**src/rtl/prio_irq_pkg.sv**
```systemverilog
package prio_irq_pkg;
  localparam int DATA_W = 8;
  localparam int ADDR_W = 3;

  typedef enum logic [ADDR_W-1:0] {
    RA_GLOBAL = 3'd0,
    RA_CFLAG  = 3'd1,
    RA_CEN    = 3'd2,
    RA_CCFG   = 3'd3,
    RA_PFLAG  = 3'd4,
    RA_PEN    = 3'd5,
    RA_PPRIO  = 3'd6,
    RA_PORT   = 3'd7
  } reg_addr_e;

  localparam int GB_HI   = 7;
  localparam int GB_LO   = 6;
  localparam int GB_MODE = 0;
endpackage

```
**src/rtl/irq_edge_sync.sv**
```systemverilog
module irq_edge_sync #(
  parameter int STAGES = 2
) (
  input  logic clk,
  input  logic rst_n,
  input  logic pin,
  input  logic rise_sel,
  output logic level,
  output logic evt
);
  logic [STAGES-1:0] sh_q, sh_d;
  logic              prev_q;

  always_comb begin
    sh_d = {sh_q[STAGES-2:0], pin};
  end

  always_ff @(posedge clk or negedge rst_n) begin
    if (!rst_n) begin
      sh_q   <= '0;
      prev_q <= 1'b0;
    end else begin
      sh_q   <= sh_d;
      prev_q <= sh_q[STAGES-1];
    end
  end

  assign level = sh_q[STAGES-1];
  assign evt   = rise_sel ? (level & ~prev_q) : (~level & prev_q);
endmodule

```
**src/rtl/irq_port_watch.sv**
```systemverilog
module irq_port_watch #(
  parameter int PORT_W = 4,
  parameter int STAGES = 2
) (
  input  logic              clk,
  input  logic              rst_n,
  input  logic [PORT_W-1:0] pins,
  input  logic [PORT_W-1:0] pin_en,
  input  logic              snap,
  output logic [PORT_W-1:0] level,
  output logic              mismatch
);
  logic [PORT_W-1:0] snap_q, snap_d;
  logic [PORT_W-1:0] stage_q [STAGES];

  always_ff @(posedge clk or negedge rst_n) begin
    if (!rst_n) stage_q[0] <= '0;
    else        stage_q[0] <= pins;
  end

  for (genvar s = 1; s < STAGES; s++) begin : g_stage
    always_ff @(posedge clk or negedge rst_n) begin
      if (!rst_n) stage_q[s] <= '0;
      else        stage_q[s] <= stage_q[s-1];
    end
  end

  assign level = stage_q[STAGES-1];

  always_comb begin
    snap_d = snap_q;
    if (snap) snap_d = level;
  end

  always_ff @(posedge clk or negedge rst_n) begin
    if (!rst_n) snap_q <= '0;
    else        snap_q <= snap_d;
  end

  assign mismatch = |((level ^ snap_q) & pin_en);
endmodule

```
**src/rtl/irq_regfile.sv**
```systemverilog
module irq_regfile
  import prio_irq_pkg::*;
#(
  parameter int CORE_N = 4,
  parameter int PORT_W = 4
) (
  input  logic              clk,
  input  logic              rst_n,
  input  logic              wr_en,
  input  logic [ADDR_W-1:0] wr_addr,
  input  logic [DATA_W-1:0] wr_data,
  input  logic [ADDR_W-1:0] rd_addr,
  input  logic [CORE_N-1:0] core_set,
  input  logic [DATA_W-1:0] per_set,
  input  logic [PORT_W-1:0] port_level,
  output logic [DATA_W-1:0] rd_data,
  output logic [DATA_W-1:0] glob_q,
  output logic [DATA_W-1:0] cflag_q,
  output logic [DATA_W-1:0] cen_q,
  output logic [DATA_W-1:0] ccfg_q,
  output logic [DATA_W-1:0] pflag_q,
  output logic [DATA_W-1:0] pen_q,
  output logic [DATA_W-1:0] pprio_q
);
  localparam int N_EXT = CORE_N - 1;
  localparam logic [DATA_W-1:0] CCFG_RST =
    DATA_W'((1 << (CORE_N + N_EXT)) - 1);
  localparam logic [DATA_W-1:0] CFLAG_MASK = DATA_W'((1 << CORE_N) - 1);

  logic [DATA_W-1:0] glob_d, cflag_d, cen_d, ccfg_d, pflag_d, pen_d, pprio_d;
  logic [DATA_W-1:0] core_set_w;

  assign core_set_w = DATA_W'(core_set);

  always_comb begin
    glob_d  = glob_q;
    cflag_d = cflag_q;
    cen_d   = cen_q;
    ccfg_d  = ccfg_q;
    pflag_d = pflag_q;
    pen_d   = pen_q;
    pprio_d = pprio_q;
    if (wr_en) begin
      unique case (reg_addr_e'(wr_addr))
        RA_GLOBAL: glob_d  = wr_data;
        RA_CFLAG:  cflag_d = wr_data & CFLAG_MASK;
        RA_CEN:    cen_d   = wr_data;
        RA_CCFG:   ccfg_d  = wr_data & CCFG_RST;
        RA_PFLAG:  pflag_d = wr_data;
        RA_PEN:    pen_d   = wr_data;
        RA_PPRIO:  pprio_d = wr_data;
        default:   ;
      endcase
    end
    cflag_d = cflag_d | core_set_w;
    pflag_d = pflag_d | per_set;
  end

  always_ff @(posedge clk or negedge rst_n) begin
    if (!rst_n) begin
      glob_q  <= '0;
      cflag_q <= '0;
      cen_q   <= '0;
      ccfg_q  <= CCFG_RST;
      pflag_q <= '0;
      pen_q   <= '0;
      pprio_q <= '1;
    end else begin
      glob_q  <= glob_d;
      cflag_q <= cflag_d;
      cen_q   <= cen_d;
      ccfg_q  <= ccfg_d;
      pflag_q <= pflag_d;
      pen_q   <= pen_d;
      pprio_q <= pprio_d;
    end
  end

  always_comb begin
    unique case (reg_addr_e'(rd_addr))
      RA_GLOBAL: rd_data = glob_q;
      RA_CFLAG:  rd_data = cflag_q;
      RA_CEN:    rd_data = cen_q;
      RA_CCFG:   rd_data = ccfg_q;
      RA_PFLAG:  rd_data = pflag_q;
      RA_PEN:    rd_data = pen_q;
      RA_PPRIO:  rd_data = pprio_q;
      RA_PORT:   rd_data = DATA_W'(port_level);
      default:   rd_data = '0;
    endcase
  end
endmodule

```
**src/rtl/irq_req_gen.sv**
```systemverilog
module irq_req_gen
  import prio_irq_pkg::*;
#(
  parameter int CORE_N = 4
) (
  input  logic [DATA_W-1:0] glob,
  input  logic [CORE_N-1:0] cflag,
  input  logic [CORE_N-1:0] cen,
  input  logic [CORE_N-1:0] cprio,
  input  logic [DATA_W-1:0] pflag,
  input  logic [DATA_W-1:0] pen,
  input  logic [DATA_W-1:0] pprio,
  output logic              hi_req,
  output logic              lo_req
);
  logic [CORE_N-1:0] core_act;
  logic [DATA_W-1:0] per_act;
  logic              any_hi, any_lo, g_hi, g_lo;

  always_comb begin
    core_act = cflag & cen;
    per_act  = pflag & pen;
    g_hi     = glob[GB_HI];
    g_lo     = glob[GB_LO];
    any_hi   = |(core_act & cprio) | |(per_act & pprio);
    any_lo   = |(core_act & ~cprio) | |(per_act & ~pprio);
    if (glob[GB_MODE]) begin
      hi_req = g_hi & any_hi;
      lo_req = g_hi & g_lo & any_lo;
    end else begin
      hi_req = g_hi & ((|core_act) | (g_lo & (|per_act)));
      lo_req = 1'b0;
    end
  end
endmodule

```
**src/rtl/prio_irq_ctrl.sv**
```systemverilog
module prio_irq_ctrl
  import prio_irq_pkg::*;
#(
  parameter int N_EXT       = 3,
  parameter int PORT_W      = 4,
  parameter int SYNC_STAGES = 2
) (
  input  logic              clk,
  input  logic              rst_n,
  input  logic [N_EXT-1:0]  ext_pin,
  input  logic [PORT_W-1:0] port_pin,
  input  logic [DATA_W-1:0] per_evt,
  input  logic              wr_en,
  input  logic [ADDR_W-1:0] wr_addr,
  input  logic [DATA_W-1:0] wr_data,
  input  logic              rd_en,
  input  logic [ADDR_W-1:0] rd_addr,
  output logic [DATA_W-1:0] rd_data,
  output logic              hi_req,
  output logic              lo_req
);
  localparam int CORE_N   = N_EXT + 1;
  localparam int PIN_EN_L = CORE_N;
  localparam int EDGE_L   = CORE_N;

  logic [1:0]        rst_sync_q;
  logic              rst_core_n;
  logic [DATA_W-1:0] glob_q, cflag_q, cen_q, ccfg_q, pflag_q, pen_q, pprio_q;
  logic [N_EXT-1:0]  ext_evt, ext_lvl;
  logic [PORT_W-1:0] port_lvl;
  logic              port_mis, port_snap;
  logic [CORE_N-1:0] core_set;

  always_ff @(posedge clk or negedge rst_n) begin
    if (!rst_n) rst_sync_q <= 2'b00;
    else        rst_sync_q <= {rst_sync_q[0], 1'b1};
  end
  assign rst_core_n = rst_sync_q[1];

  for (genvar k = 0; k < N_EXT; k++) begin : g_ext
    irq_edge_sync #(.STAGES(SYNC_STAGES)) u_sync (
      .clk      (clk),
      .rst_n    (rst_core_n),
      .pin      (ext_pin[k]),
      .rise_sel (ccfg_q[EDGE_L + k]),
      .level    (ext_lvl[k]),
      .evt      (ext_evt[k])
    );
  end

  assign port_snap = rd_en && (reg_addr_e'(rd_addr) == RA_PORT);

  irq_port_watch #(.PORT_W(PORT_W), .STAGES(SYNC_STAGES)) u_port (
    .clk      (clk),
    .rst_n    (rst_core_n),
    .pins     (port_pin),
    .pin_en   (cen_q[PIN_EN_L +: PORT_W]),
    .snap     (port_snap),
    .level    (port_lvl),
    .mismatch (port_mis)
  );

  assign core_set = {port_mis, ext_evt};

  irq_regfile #(.CORE_N(CORE_N), .PORT_W(PORT_W)) u_regs (
    .clk        (clk),
    .rst_n      (rst_core_n),
    .wr_en      (wr_en),
    .wr_addr    (wr_addr),
    .wr_data    (wr_data),
    .rd_addr    (rd_addr),
    .core_set   (core_set),
    .per_set    (per_evt),
    .port_level (port_lvl),
    .rd_data    (rd_data),
    .glob_q     (glob_q),
    .cflag_q    (cflag_q),
    .cen_q      (cen_q),
    .ccfg_q     (ccfg_q),
    .pflag_q    (pflag_q),
    .pen_q      (pen_q),
    .pprio_q    (pprio_q)
  );

  irq_req_gen #(.CORE_N(CORE_N)) u_req (
    .glob   (glob_q),
    .cflag  (cflag_q[CORE_N-1:0]),
    .cen    (cen_q[CORE_N-1:0]),
    .cprio  (ccfg_q[CORE_N-1:0]),
    .pflag  (pflag_q),
    .pen    (pen_q),
    .pprio  (pprio_q),
    .hi_req (hi_req),
    .lo_req (lo_req)
  );
endmodule

```
**config.mk**
```make
export PLATFORM = sky130hd
export DESIGN_NAME = prio_irq_ctrl
export DESIGN_NICKNAME = d
export VERILOG_FILES = /design/src/rtl/prio_irq_pkg.sv /design/src/rtl/irq_edge_sync.sv /design/src/rtl/irq_port_watch.sv /design/src/rtl/irq_regfile.sv /design/src/rtl/irq_req_gen.sv /design/src/rtl/prio_irq_ctrl.sv
export SDC_FILE = /design/constraint.sdc
export NUM_CORES = 1
export LEC_CHECK = 0
export BUFFER_PORTS_ARGS = -buffer_cell sky130_fd_sc_hd__buf_2
export CORE_ASPECT_RATIO = 0.7
export CORE_MARGIN = 2
export CORE_UTILIZATION = 40
export DETAILED_ROUTE_END_ITERATION = 10
export PLACE_DENSITY = 0.68
export SLEW_MARGIN = 10
export SYNTH_ARGS = -nofsm -noshare
export SYNTH_HDL_FRONTEND = slang
export SYNTH_SLANG_ARGS = --single-unit
```
**constraint.sdc**
```tcl
create_clock -name clk -period 5.6 [get_ports clk]
set_clock_uncertainty 0.2 [all_clocks]
set_input_delay 0.56 -clock clk [delete_from_list [all_inputs] [get_ports clk]]
set_output_delay 0.56 -clock clk [all_outputs]
set_load 0.1 [all_outputs]
```
# Word-level counts from Yosys, hierarchy flattened
# Index checks and enable logic that the tools add are counted.
[word_totals] reg_bits=78 elab_cells=87
[classes] eq_ne=13 mux=10 bitwise=32 reduce_logical=15
[op_table] op="8-bit case mux with 8 select lines" count=1
[op_table] op="8-bit 2-to-1 mux" count=4
[op_table] op="8-bit AND" count=3
[op_table] op="8-bit OR reduction" count=3
[op_table] op="3-bit == test (second input constant)" count=7
[op_table] op="4-bit AND" count=4
[op_table] op="4-bit OR reduction" count=4
[op_table] op="3-bit by 2-bit == test with 1-bit output (second input constant)" count=4
[op_table] op="1-bit AND" count=11
[op_table] op="2-bit AND reduction" count=5
[op_table] op="8-bit NOT" count=1
[op_table] op="8-bit by 4-bit OR with 8-bit output" count=1
[op_table] op="8-bit OR" count=1
[op_table] op="3-bit by 1-bit == test with 1-bit output (second input constant)" count=2
[op_table] op="3-bit logical NOT" count=2
[op_table] op="1-bit NOT" count=6
[op_table] op="1-bit 2-to-1 mux" count=5
[op_table] op="4-bit NOT" count=1
[op_table] op="4-bit bitwise XOR" count=1
[op_table] op="1-bit OR" count=3
[op_table] op="1-bit logical AND" count=1

# Longest topological paths before layout
# Gate-level depths: netlist (run 1).
[logic_depth] ltp_word=6 mapped_depth=7 ltp_nobuf=5

# Modules after synthesis
# From an unflattened synthesis (run 1), not the netlist that was laid out.
[unflattened] hier_cells=294 area_unflattened_um2=3607.2
[modules_own_cells] mod="irq_regfile" instances=1 cells_per_inst=202 area_each_um2=2595.0
[modules_own_cells] mod="irq_port_watch" instances=1 cells_per_inst=27 area_each_um2=429.2
[modules_own_cells] mod="irq_edge_sync" instances=3 cells_per_inst=6 area_each_um2=97.6
[modules_own_cells] mod="irq_req_gen" instances=1 cells_per_inst=43 area_each_um2=227.7
[modules_own_cells] mod="prio_irq_ctrl" instances=1 cells_per_inst=4 area_each_um2=62.6

# Worst setup path after synthesis (run 1)
# No wires, ideal clock.
[synth_path] path_kind="in2out" startpoint="input rd_addr[0]" endpoint="output rd_data[0]" arrival_time_ns=3.284 t_required_ns=4.840 setup_slack_ns=1.556 path_stages=5 path_cell_list="buf_2 clkbuf_1 nor3b_1 a31oi_1 o21ai_0"
[synth_between] elab_chain_cells=2
[synth_lines] item="start: declaration" line="prio_irq_ctrl.sv:17" rtl="input logic [ADDR_W-1:0] rd_addr,"
[synth_lines] item="3-bit == test (tied with other cells)" line="irq_regfile.sv:80" rtl="unique case (reg_addr_e'(rd_addr))"
[synth_lines] item="8-bit case mux with 8 select lines (*)" line="irq_regfile.sv:80"
[synth_lines] item="end: declaration" line="prio_irq_ctrl.sv:18" rtl="output logic [DATA_W-1:0] rd_data,"
# Every way passes the cells marked *; elsewhere a longest branch is shown, timed or not.

# Worst setup path in the final report (run 1)
[layout_path] startpoint="input rd_addr[1]" endpoint="output rd_data[1]"
# Same word-level chain as after synthesis.

==> impl_metrics.tcl, run 1 <==
set metrics [dict create \
    hp-start "port_pin[3]" \
    p_leak_nw 1.672 \
    synth_compound_area_share_pct 7.280 \
    critPathMostFrequentCell "buf_2" \
    synthXorXnorAreaFrac_pct 1.014 \
    setup_ws_ns 2.444 \
    yosys_warnings 0 \
    drt_pre_antenna_iters 4 \
    avgSynthCellArea_um2 13.04 \
    r2r-end "u_regs.ccfg_q[4]$_DFFE_PN1P_" \
    core_mm2 0.008408 \
    placementRows 28 \
    dieHeight_um 81.76 \
    powerDensity_mw_per_mm2 396.1 \
    synth-edff-count 0 \
    cts_resized 0 \
    grt_pass1_vias 2311 \
    grtUsageTotal_pct 18.41 \
    r2r-start "rst_sync_q[1]$_DFF_PN0_" \
    wl_per_cell_um 18.97 \
    hold_ws_ns 0.1289 \
    synth.most_common_cell "dfrtp_1" \
    die_x_um 115.1 \
    cp.arrival_ns 2.40 \
    hold_viol 0 \
    total_power_mw 1.601 \
    dpl.hpwl_um 5795 \
    critical_path_class "input port to primary output" \
    synthMuxAreaShare_pct 22.49 \
    dpl_cell_area_mm2 0.003756 \
    synthCells 265 \
    dp_slack_ns 2.497 \
    cts_max_level 3 \
    synth_nets 298 \
    synthToLayoutAreaGrowth_pct 17.02 \
    cpPeakStageDelay_ns 0.47 \
    cp-start-kind "input port" \
    min_path_cells 1 \
    drive_above_1_share_pct 41.46 \
    hold_class "input port to register" \
    grt_pass1_wl_um 12640 \
    ant_nets 0 \
    portBuffers 42 \
    cap_violations 0 \
    wl_um 7987 \
    vdd_ir_drop_max_mv 0.2185 \
    die_area_mm2 0.009408 \
    cts_tree "built" \
    dr.first_iter.drc_count 202 \
    synth_top_family_by_area "multiplexers" \
    cts-root-buf "clkbuf_16" \
    path_clk_slew_ns 0.05 \
    setup_viol 0 \
    routabilityCongestion 0.9096 \
    clockBufferDepth 2 \
    hold_end "u_port.stage_q[7]$_DFF_PN0_" \
    hold_buffers 1 \
    max_freq_mhz 316.9 \
    async_flop_share_pct 100.0 \
    synth_top_area_share_pct 42.74 \
    grt.overflow.total 0 \
    setup_tns_ns 0 \
    num_io_pins 43 \
    worstRegToRegCells 1 \
    yosysSeqAreaShare_pct 54.15 \
    cp.required_ns 4.84 \
    cts.sinks 74 \
    antenna_found_initial 0 \
    viasPerCell 5.620 \
    synth.distinct_cells 42 \
    synth_top_flop_cell "dfrtp_1" \
    slew_headroom_pct 48.08 \
    via_count 2366 \
    drc 0 \
    critPathCaptureType "primary output" \
    worst_pin_slew_ns 0.7780 \
    postLayoutCellArea_mm2 0.004043 \
    cts_made_buffers 9 \
    synth-adder-area-share_pct 0 \
    critPathMaxFanout 21 \
    fin_crit_sh_pct 56.36 \
    insertion_delay_ns 0.33 \
    synth-simple-area-share_pct 13.44 \
    rsz0062_at_grt "no" \
    regToRegSetupSlack_ns 4.09 \
    initial_core_util_pct 41.09 \
    synth-seq-cells 74 \
    crit_chain "buf_2 -> nor2b_1 -> a22oi_1 -> o221a_2 -> nand3_1 -> o2bb2ai_1 -> buf_2" \
    netlist_area_mm2 0.003455 \
    min_period_ns 3.156 \
    nNetsFinal 344 \
    synth_common_cells "59 x dfrtp_1, 45 x mux2_2, 23 x nand2_1" \
    post_cts_buffers 0 \
    synth_area_leaders "dfrtp_1 43%, mux2_2 15%, dfstp_2 11%, mux4_2 5.2%, mux2i_1 2.6%" \
    grt_max_degree 38 \
    status "finished, final reports clean" \
    antenna_cells 0 \
    crit_slowest_cell "buf_2" \
    yosys.area.top_type "dfrtp_1" \
    drv_slew 0 \
]
-- layer usage --
layer  track usage, %  part of all wire [%]  vias up
li1                 -                     -     1085
met1            26.58                    48     1178
met2            25.82                    42       91
met3            6.273                   8.1       12
met4            6.265                   1.4        0
met5                0                     0        -
-- flip-flops by register name, summed over array words and instances (netlist names), 4 cells and up --
| register | flops |
|---|---|
| u_regs.ccfg_q | 7 |
| u_port.snap_q | 4 |
| u_regs.pen_q | 8 |
| u_regs.pprio_q | 8 |
| u_regs.glob_q | 8 |
| u_regs.cen_q | 8 |
| g_ext.u_sync.sh_q | 6 |
| u_port.stage_q | 4 |
| u_regs.pflag_q | 8 |
| u_regs.cflag_q | 4 |
| u_port.level | 4 |
-- power breakdown --
part	internal, mW	leakage [nW]	switching [mW]
Sequential	0.634	0.823	0.0863
Clock	0.325	0.134	0.205
Combinational	0.140	0.714	0.210
Total	1.10	1.67	0.501
-- critical path, delay by kind of cell --
kind | cells | cell delay [ns]
buffers and inverters | 2 | 0.86
AND/OR/NAND/NOR | 2 | 0.41
AO/OA/AOI/OAI | 3 | 0.57
-- layout make-up --
type	count	area (um2)
repair buffers	44	227.7
fillers	777	4365
clock buffers	15	267.8
clock inverters	1	8.758
well taps	105	131.4
multi-input cells	181	1531
flip-flops and latches	74	1872
inverters	1	3.754
-- cells by family after synthesis --
family / Yosys count
multiplexers: 62
AO/OA/AOI/OAI: 33
XOR/XNOR: 4
flip-flops: 74
other: 1
buffers and inverters: 10
AND/OR/NAND/NOR: 81
-- cell usage in the layout, fill, tap and decap left out, types with 2 or more instances in the layout --
cell type / netlist / routed
mux4_2: 8 / 8
nand4_1: 6 / 6
o21ai_0: 3 / 3
clkbuf_16: 0 / 9
nand4b_1: 3 / 3
a211o_1: 8 / 8
mux2i_1: 9 / 9
a22oi_1: 3 / 3
dfrtp_1: 59 / 58
nand3_1: 16 / 16
nor2b_1: 11 / 11
nand2_1: 23 / 23
buf_2: 6 / 42
xor2_1: 4 / 4
dfstp_2: 15 / 15
o22ai_1: 6 / 6
clkbuf_1: 1 / 4
clkbuf_8: 0 / 2
nor2_1: 10 / 10
nor3b_4: 2 / 2
a221oi_1: 3 / 3
o211ai_1: 2 / 2
mux2_2: 45 / 45
-- per-stage QoR --
stage,util (%),cells
floorplan,-,265
global placement,44.67,404
detailed placement,44.67,404
CTS,48.08,421
global route,48.08,421
finish,48.08,421
-- how the worst max path moves through the flow --
stage,startpoint,endpoint,slack [ns],depth (start not counted)
after floorplan,rd_addr[0],rd_data[0],1.56,5
after global placement,rd_addr[1],rd_data[1],2.57,7
final,rd_addr[1],rd_data[1],2.44,7
after detailed placement,rd_addr[1],rd_data[1],2.50,7
after global routing,rd_addr[1],rd_data[1],2.34,7
after CTS,rd_addr[1],rd_data[1],2.49,7
(Power assumes the default switching activity.)
==> inputs of run 2 (changes only) <==
Settings changed: ABC_AREA set to 1, PLACE_DENSITY 0.68 to 0.7.
Clock period 5.6 ns to 2.6 ns, I/O delays scaled along.
==> impl_metrics.tcl, run 2 <==
set metrics [dict create \
    startpoint "u_regs.pprio_q[1]$_DFFE_PN1P_" \
    synth.most_common_cell "nand2_1" \
    portBuffers 42 \
    slew_headroom_pct 62.74 \
    cts_tree "built" \
    cap_violations 0 \
    hold_viol 0 \
    yosys.area.top_type "dfrtp_1" \
    cts_resized 0 \
    fillers 818 \
    rsz0062_at_grt "no" \
    insertion_delay_ns 0.34 \
    worst_pin_slew_ns 0.5589 \
    yosys_warnings 0 \
    r2r-end "u_regs.cflag_q[1]$_DFF_PN0_" \
    core_mm2 0.008408 \
    layout_commonest_cell "nand2_1" \
    hold_buffers 16 \
    drive_above_1_share_pct 16.73 \
    grt.overflow.total 0 \
    clockBufferDepth 2 \
    placementRows 28 \
    vdd_ir_drop_max_mv 0.4358 \
    synth.distinct_cells 22 \
    min_period_ns 2.382 \
    synth_area_leaders "dfrtp_1 43%, nand2_1 16%, dfstp_2 11%, o21ai_0 9.0%, inv_1 4.5%" \
    critical_path_class "register to primary output" \
    ant_nets 0 \
    dpl.cell_count 575 \
    synth_top_flop_cell "dfrtp_1" \
    critPathCapture "hi_req" \
    grt_pass1_vias 2886 \
    netlist_area_mm2 0.003432 \
    grt_max_degree 48 \
    hp-start "rd_en" \
    viasPerCell 5.025 \
    synth_top_area_share_pct 43.02 \
    antenna_found_initial 0 \
    routabilityCongestion 0.9360 \
    synth_nets 466 \
    fin_crit_sh_pct 91.62 \
    regToRegSetupSlack_ns 1.23 \
    max_freq_mhz 419.8 \
    avgSynthCellArea_um2 7.926 \
    nNetsFinal 530 \
    grtUsageTotal_pct 21.03 \
    async_flop_share_pct 100.0 \
    hold_class "input port to register" \
    worstRegToRegCells 5 \
    synthToLayoutAreaGrowth_pct 25.15 \
    drv_slew 0 \
    cts_made_buffers 9 \
    post_cts_buffers 0 \
    drc 0 \
    initial_core_util_pct 40.82 \
    synth_common_cells "145 x nand2_1, 62 x o21ai_0, 59 x dfrtp_1" \
    die_x_um 114.7 \
    critPathCaptureType "primary output" \
    setup_viol 0 \
    antenna_cells 0 \
    num_io_pins 43 \
    synth-edff-count 0 \
    cp.arrival_ns 1.92 \
    synthCells 433 \
    cp-start-kind "register" \
    critPathMaxFanout 3 \
    dpl.hpwl_um 6704 \
    p_leak_nw 2.172 \
    cts_max_level 3 \
    synth-seq-cells 74 \
    cp.required_ns 2.14 \
    wl_um 8864 \
    yosysSeqAreaShare_pct 54.50 \
    grt_pass1_wl_um 14410 \
    dieHeight_um 81.50 \
    die_area_mm2 0.009349 \
    dr.first_iter.drc_count 271 \
    final_cell_mix "145 x nand2_1, 62 x o21ai_0, 58 x dfrtp_1" \
    setup_tns_ns 0 \
    final_cells 607 \
    status "finished, final reports clean" \
    via_count 3050 \
    fin_util_pct 51.09 \
    r2r-start "u_regs.ccfg_q[5]$_DFFE_PN1P_" \
    total_power_mw 3.661 \
    wl_per_cell_um 14.60 \
    drt_pre_antenna_iters 4 \
    cts-root-buf "clkbuf_16" \
    cts.sinks 74 \
    powerDensity_mw_per_mm2 852.2 \
    hold_ws_ns 0.02457 \
    path_clk_slew_ns 0.06 \
]
run 2: changes by cell type in the layout (fill, tap and decap cells not counted), moves of 15 or more:
cell | previous run | this run
nand2_1 | 23 | 145
o21ai_0 | 3 | 62
mux2_2 | 45 | 0
inv_1 | 1 | 41
nor2_1 | 10 | 41
dlygate4sd3_1 | 1 | 16
run 2: cell families after synthesis:
| kind of cell | after synthesis | share of synthesized area [%] |
|---|---|---|
| compound gates | 80 | 12.36 |
| xor+xnor | 2 | 0.5105 |
| buf+inv | 52 | 5.833 |
| flops | 74 | 54.50 |
| other cells | 1 | 0.1093 |
| simple gates | 224 | 26.69 |
run 2: per-stage QoR:
step,area (um2),worst slack [ns]
final,4295,0.2180
after floorplan,3432,0.04433
after detailed placement,3775,0.4799
after global placement,3775,0.5061
after global routing,4295,0.1184
after CTS,4295,0.2170
run 2: area by class of cell:
class                      instances  area (um2)  share of cell area [%]
clock buffer                      11       252.7                   5.884
clock inverter                     5       107.6                   2.505
inverter                          44       165.2                   3.845
multi-input combinational        307        1361                   31.69
sequential                        74        1872                   43.58
tap                              105       131.4                   3.059
timing repair buffer              61       405.4                   9.438
run 2: where the power goes:
group          switching (mW)  total (mW)  internal (mW)
clock                   0.477        1.47          0.996
combinational           0.493       0.699          0.207
sequential              0.149        1.49           1.34
total                    1.12        3.66           2.54
run 2: routing by layer:
metal	vias up	GRT usage, %	routed length [um]
li1	1516	-	-
met1	1416	31.10	4258
met5	-	0	0
met3	11	5.683	924
met2	107	29.47	3575
met4	0	7.711	106
run 2: how the worst min path moves through the flow:
stage | slack (ns) | end | depth (start not counted)
floorplan | -0.24 | rst_sync_q[0]$_DFF_PN0_ | 0
global placement | -0.15 | rst_sync_q[0]$_DFF_PN0_ | 1
detailed placement | -0.15 | rst_sync_q[0]$_DFF_PN0_ | 1
CTS | 0.02 | rst_sync_q[1]$_DFF_PN0_ | 2
global route | 0.03 | rst_sync_q[0]$_DFF_PN0_ | 2
finish | 0.02 | u_port.snap_q[2]$_DFFE_PN0P_ | 3
run 2: critical path, cell delays in order (launching register included):
cell and delay (ns):
dfstp_2 0.53, inv_1 0.05, o21ai_0 0.26, nor2_1 0.09
nand2_1 0.06, nor2_1 0.04, nor2_1 0.11, buf_2 0.44
==> inputs of run 3 (changes only) <==
Settings changed: CORE_UTILIZATION 40 to 52, PLACE_DENSITY 0.7 to 0.85.
Clock period 2.6 ns to 2.1 ns, I/O delays scaled along.
==> impl_metrics.tcl, run 3 (same netlist as run 2, synthesis figures left out) <==
set metrics [dict create \
    cts_made_buffers 9 \
    routabilityCongestion 0.9841 \
    drv_slew 0 \
    drt_pre_antenna_iters 6 \
    ant_nets 0 \
    dpl.cell_count 549 \
    drive_above_1_share_pct 19.49 \
    placementRows 24 \
    critPathBufInv 2 \
    worst_pin_slew_ns 0.5469 \
    cp.required_ns 1.69 \
    cts_max_level 3 \
    critical_path.top_delay_family "flip-flops" \
    cap_violations 0 \
    vdd_ir_drop_max_mv 0.5096 \
    cpPeakStageDelay_ns 0.55 \
    cp-start-kind "register" \
    fillers 499 \
    num_io_pins 43 \
    crit_chain "inv_2 -> o21ai_2 -> nor2_1 -> nand2_1 -> nor2_2 -> nor2_2 -> buf_12" \
    hold_class "input port to register" \
    setup_ws_ns 0.04267 \
    critPathCaptureType "primary output" \
    cts_tree "built" \
    dr.first_iter.drc_count 323 \
    multiInputGateArea_mm2 0.001404 \
    drc 0 \
    cts-root-buf "clkbuf_8" \
    status "finished, final reports clean" \
    max_freq_mhz 486.1 \
    viasPerCell 5.483 \
    wl_um 9117 \
    grtUsageTotal_pct 26.73 \
    critPathMaxFanout 3 \
    core_mm2 0.006306 \
    final_cells 586 \
    grt.overflow.total 0 \
    hold_viol 0 \
    postLayoutCellArea_mm2 0.004345 \
    slew_headroom_pct 63.45 \
    synthToLayoutAreaGrowth_pct 26.61 \
    via_count 3213 \
    initial_core_util_pct 54.42 \
    hold_ws_ns 0.01035 \
    dpl.hpwl_um 6409 \
    path_clk_slew_ns 0.09 \
    layout_commonest_cell "nand2_1" \
    setup_viol 0 \
    cts.sinks 74 \
    insertion_delay_ns 0.37 \
    dieHeight_um 71.97 \
    fin_crit_sh_pct 97.97 \
    setup_tns_ns 0 \
    antenna_found_initial 0 \
    rsz0062_at_grt "yes" \
    die_area_mm2 0.007276 \
    clockBufferDepth 2 \
    antenna_cells 0 \
    cp.arrival_ns 1.65 \
    grt_pass1_vias 3108 \
    nNetsFinal 536 \
    critical_path_class "register to primary output" \
    critPathMostFrequentCell "nor2_2" \
    regArea_mm2 0.001872 \
    post_cts_buffers 0 \
    p_leak_nw 2.169 \
    die_x_um 101.1 \
    wl_per_cell_um 15.56 \
    crit_slowest_cell "dfstp_2" \
    portBuffers 42 \
    powerDensity_mw_per_mm2 912.9 \
    dp_slack_ns 0.2435 \
    final_cell_mix "144 x nand2_1, 58 x o21ai_0, 58 x dfrtp_1" \
    grt_max_degree 73 \
    grt_pass1_wl_um 14600 \
    dpl_cell_area_mm2 0.003886 \
    min_period_ns 2.057 \
]
==> run 3: cell types whose count changed in the layout (fill, tap and decap cells not counted), sizes merged <==
cell	previous run	this run
dlygate4sd3	16	21
bufinv	3	0
clkbuf	11	9
clkinv	0	2
inv	46	48
buf	45	46
clkinvlp	0	1
==> run 3: power breakdown <==
group	leakage [nW]	internal (mW)	switching, mW
logic	1.23	0.372	0.670
clock network	0.0955	0.461	0.623
registers	0.841	1.65	0.186
total	2.17	2.49	1.48
==> run 3: final cells by class <==
cell class	instances	area share (%)
clock buffer	9	2.851
clock inverter	7	1.612
inverter	44	3.801
multi-input combinational	307	32.31
sequential	74	43.08
tap	78	2.246
timing repair buffer	67	14.11
==> run 3: worst paths after layout <==
path	start	endpoint	slack [ns]	cells past startpoint
worst max-delay path	u_regs.ccfg_q[0]$_DFFE_PN1P_	hi_req	0.04	7
worst min-delay path	wr_data[4]	u_regs.glob_q[4]$_DFFE_PN0P_	0.01	3
worst max register to register	u_regs.pflag_q[7]$_DFF_PN0_	u_regs.pflag_q[7]$_DFF_PN0_	0.53	3
worst min register to register	rst_sync_q[1]$_DFF_PN0_	u_port.stage_q[5]$_DFF_PN0_	0.09	1
max in group asynchronous	rst_n	rst_sync_q[1]$_DFF_PN0_	1.06	3
min in group asynchronous	rst_sync_q[1]$_DFF_PN0_	u_port.stage_q[5]$_DFF_PN0_	0.09	1
==> run 3: what timing repair did <==
| action | CTS | global route |
|---|---|---|
| hold buffers | 21 | 0 |
| pin swaps | 1 | 14 |
| gates resized for setup | 4 | 17 |
| endpoints found under the setup margin | 2 | 4 |
| endpoints found under the hold margin | 27 | 0 |
==> run 3: stage by stage <==
| stage | power (mW) | util, % |
|---|---|---|
| after global placement | 2.765 | 61.63 |
| after floorplan | 2.457 | - |
| after global routing | 4.157 | 68.91 |
| after detailed placement | 2.814 | 61.63 |
| after CTS | 3.928 | 68.13 |
| final | 3.967 | 68.91 |
==> run 3: worst reg2reg max path, cell delays in order (launching register included) <==
cell           delay, ns
dfrtp_1             0.42
a21oi_1             0.16
o21ai_0             0.09
dlygate4sd3_1       0.58
==> run 3: per-layer routing <==
layer	part of all wire (%)	GRT usage [%]	up-vias
li1	-	-	1527
met1	44	36.83	1516
met2	45	40.54	156
met3	9.8	9.923	14
met4	1.3	6.907	0
met5	0	0	-
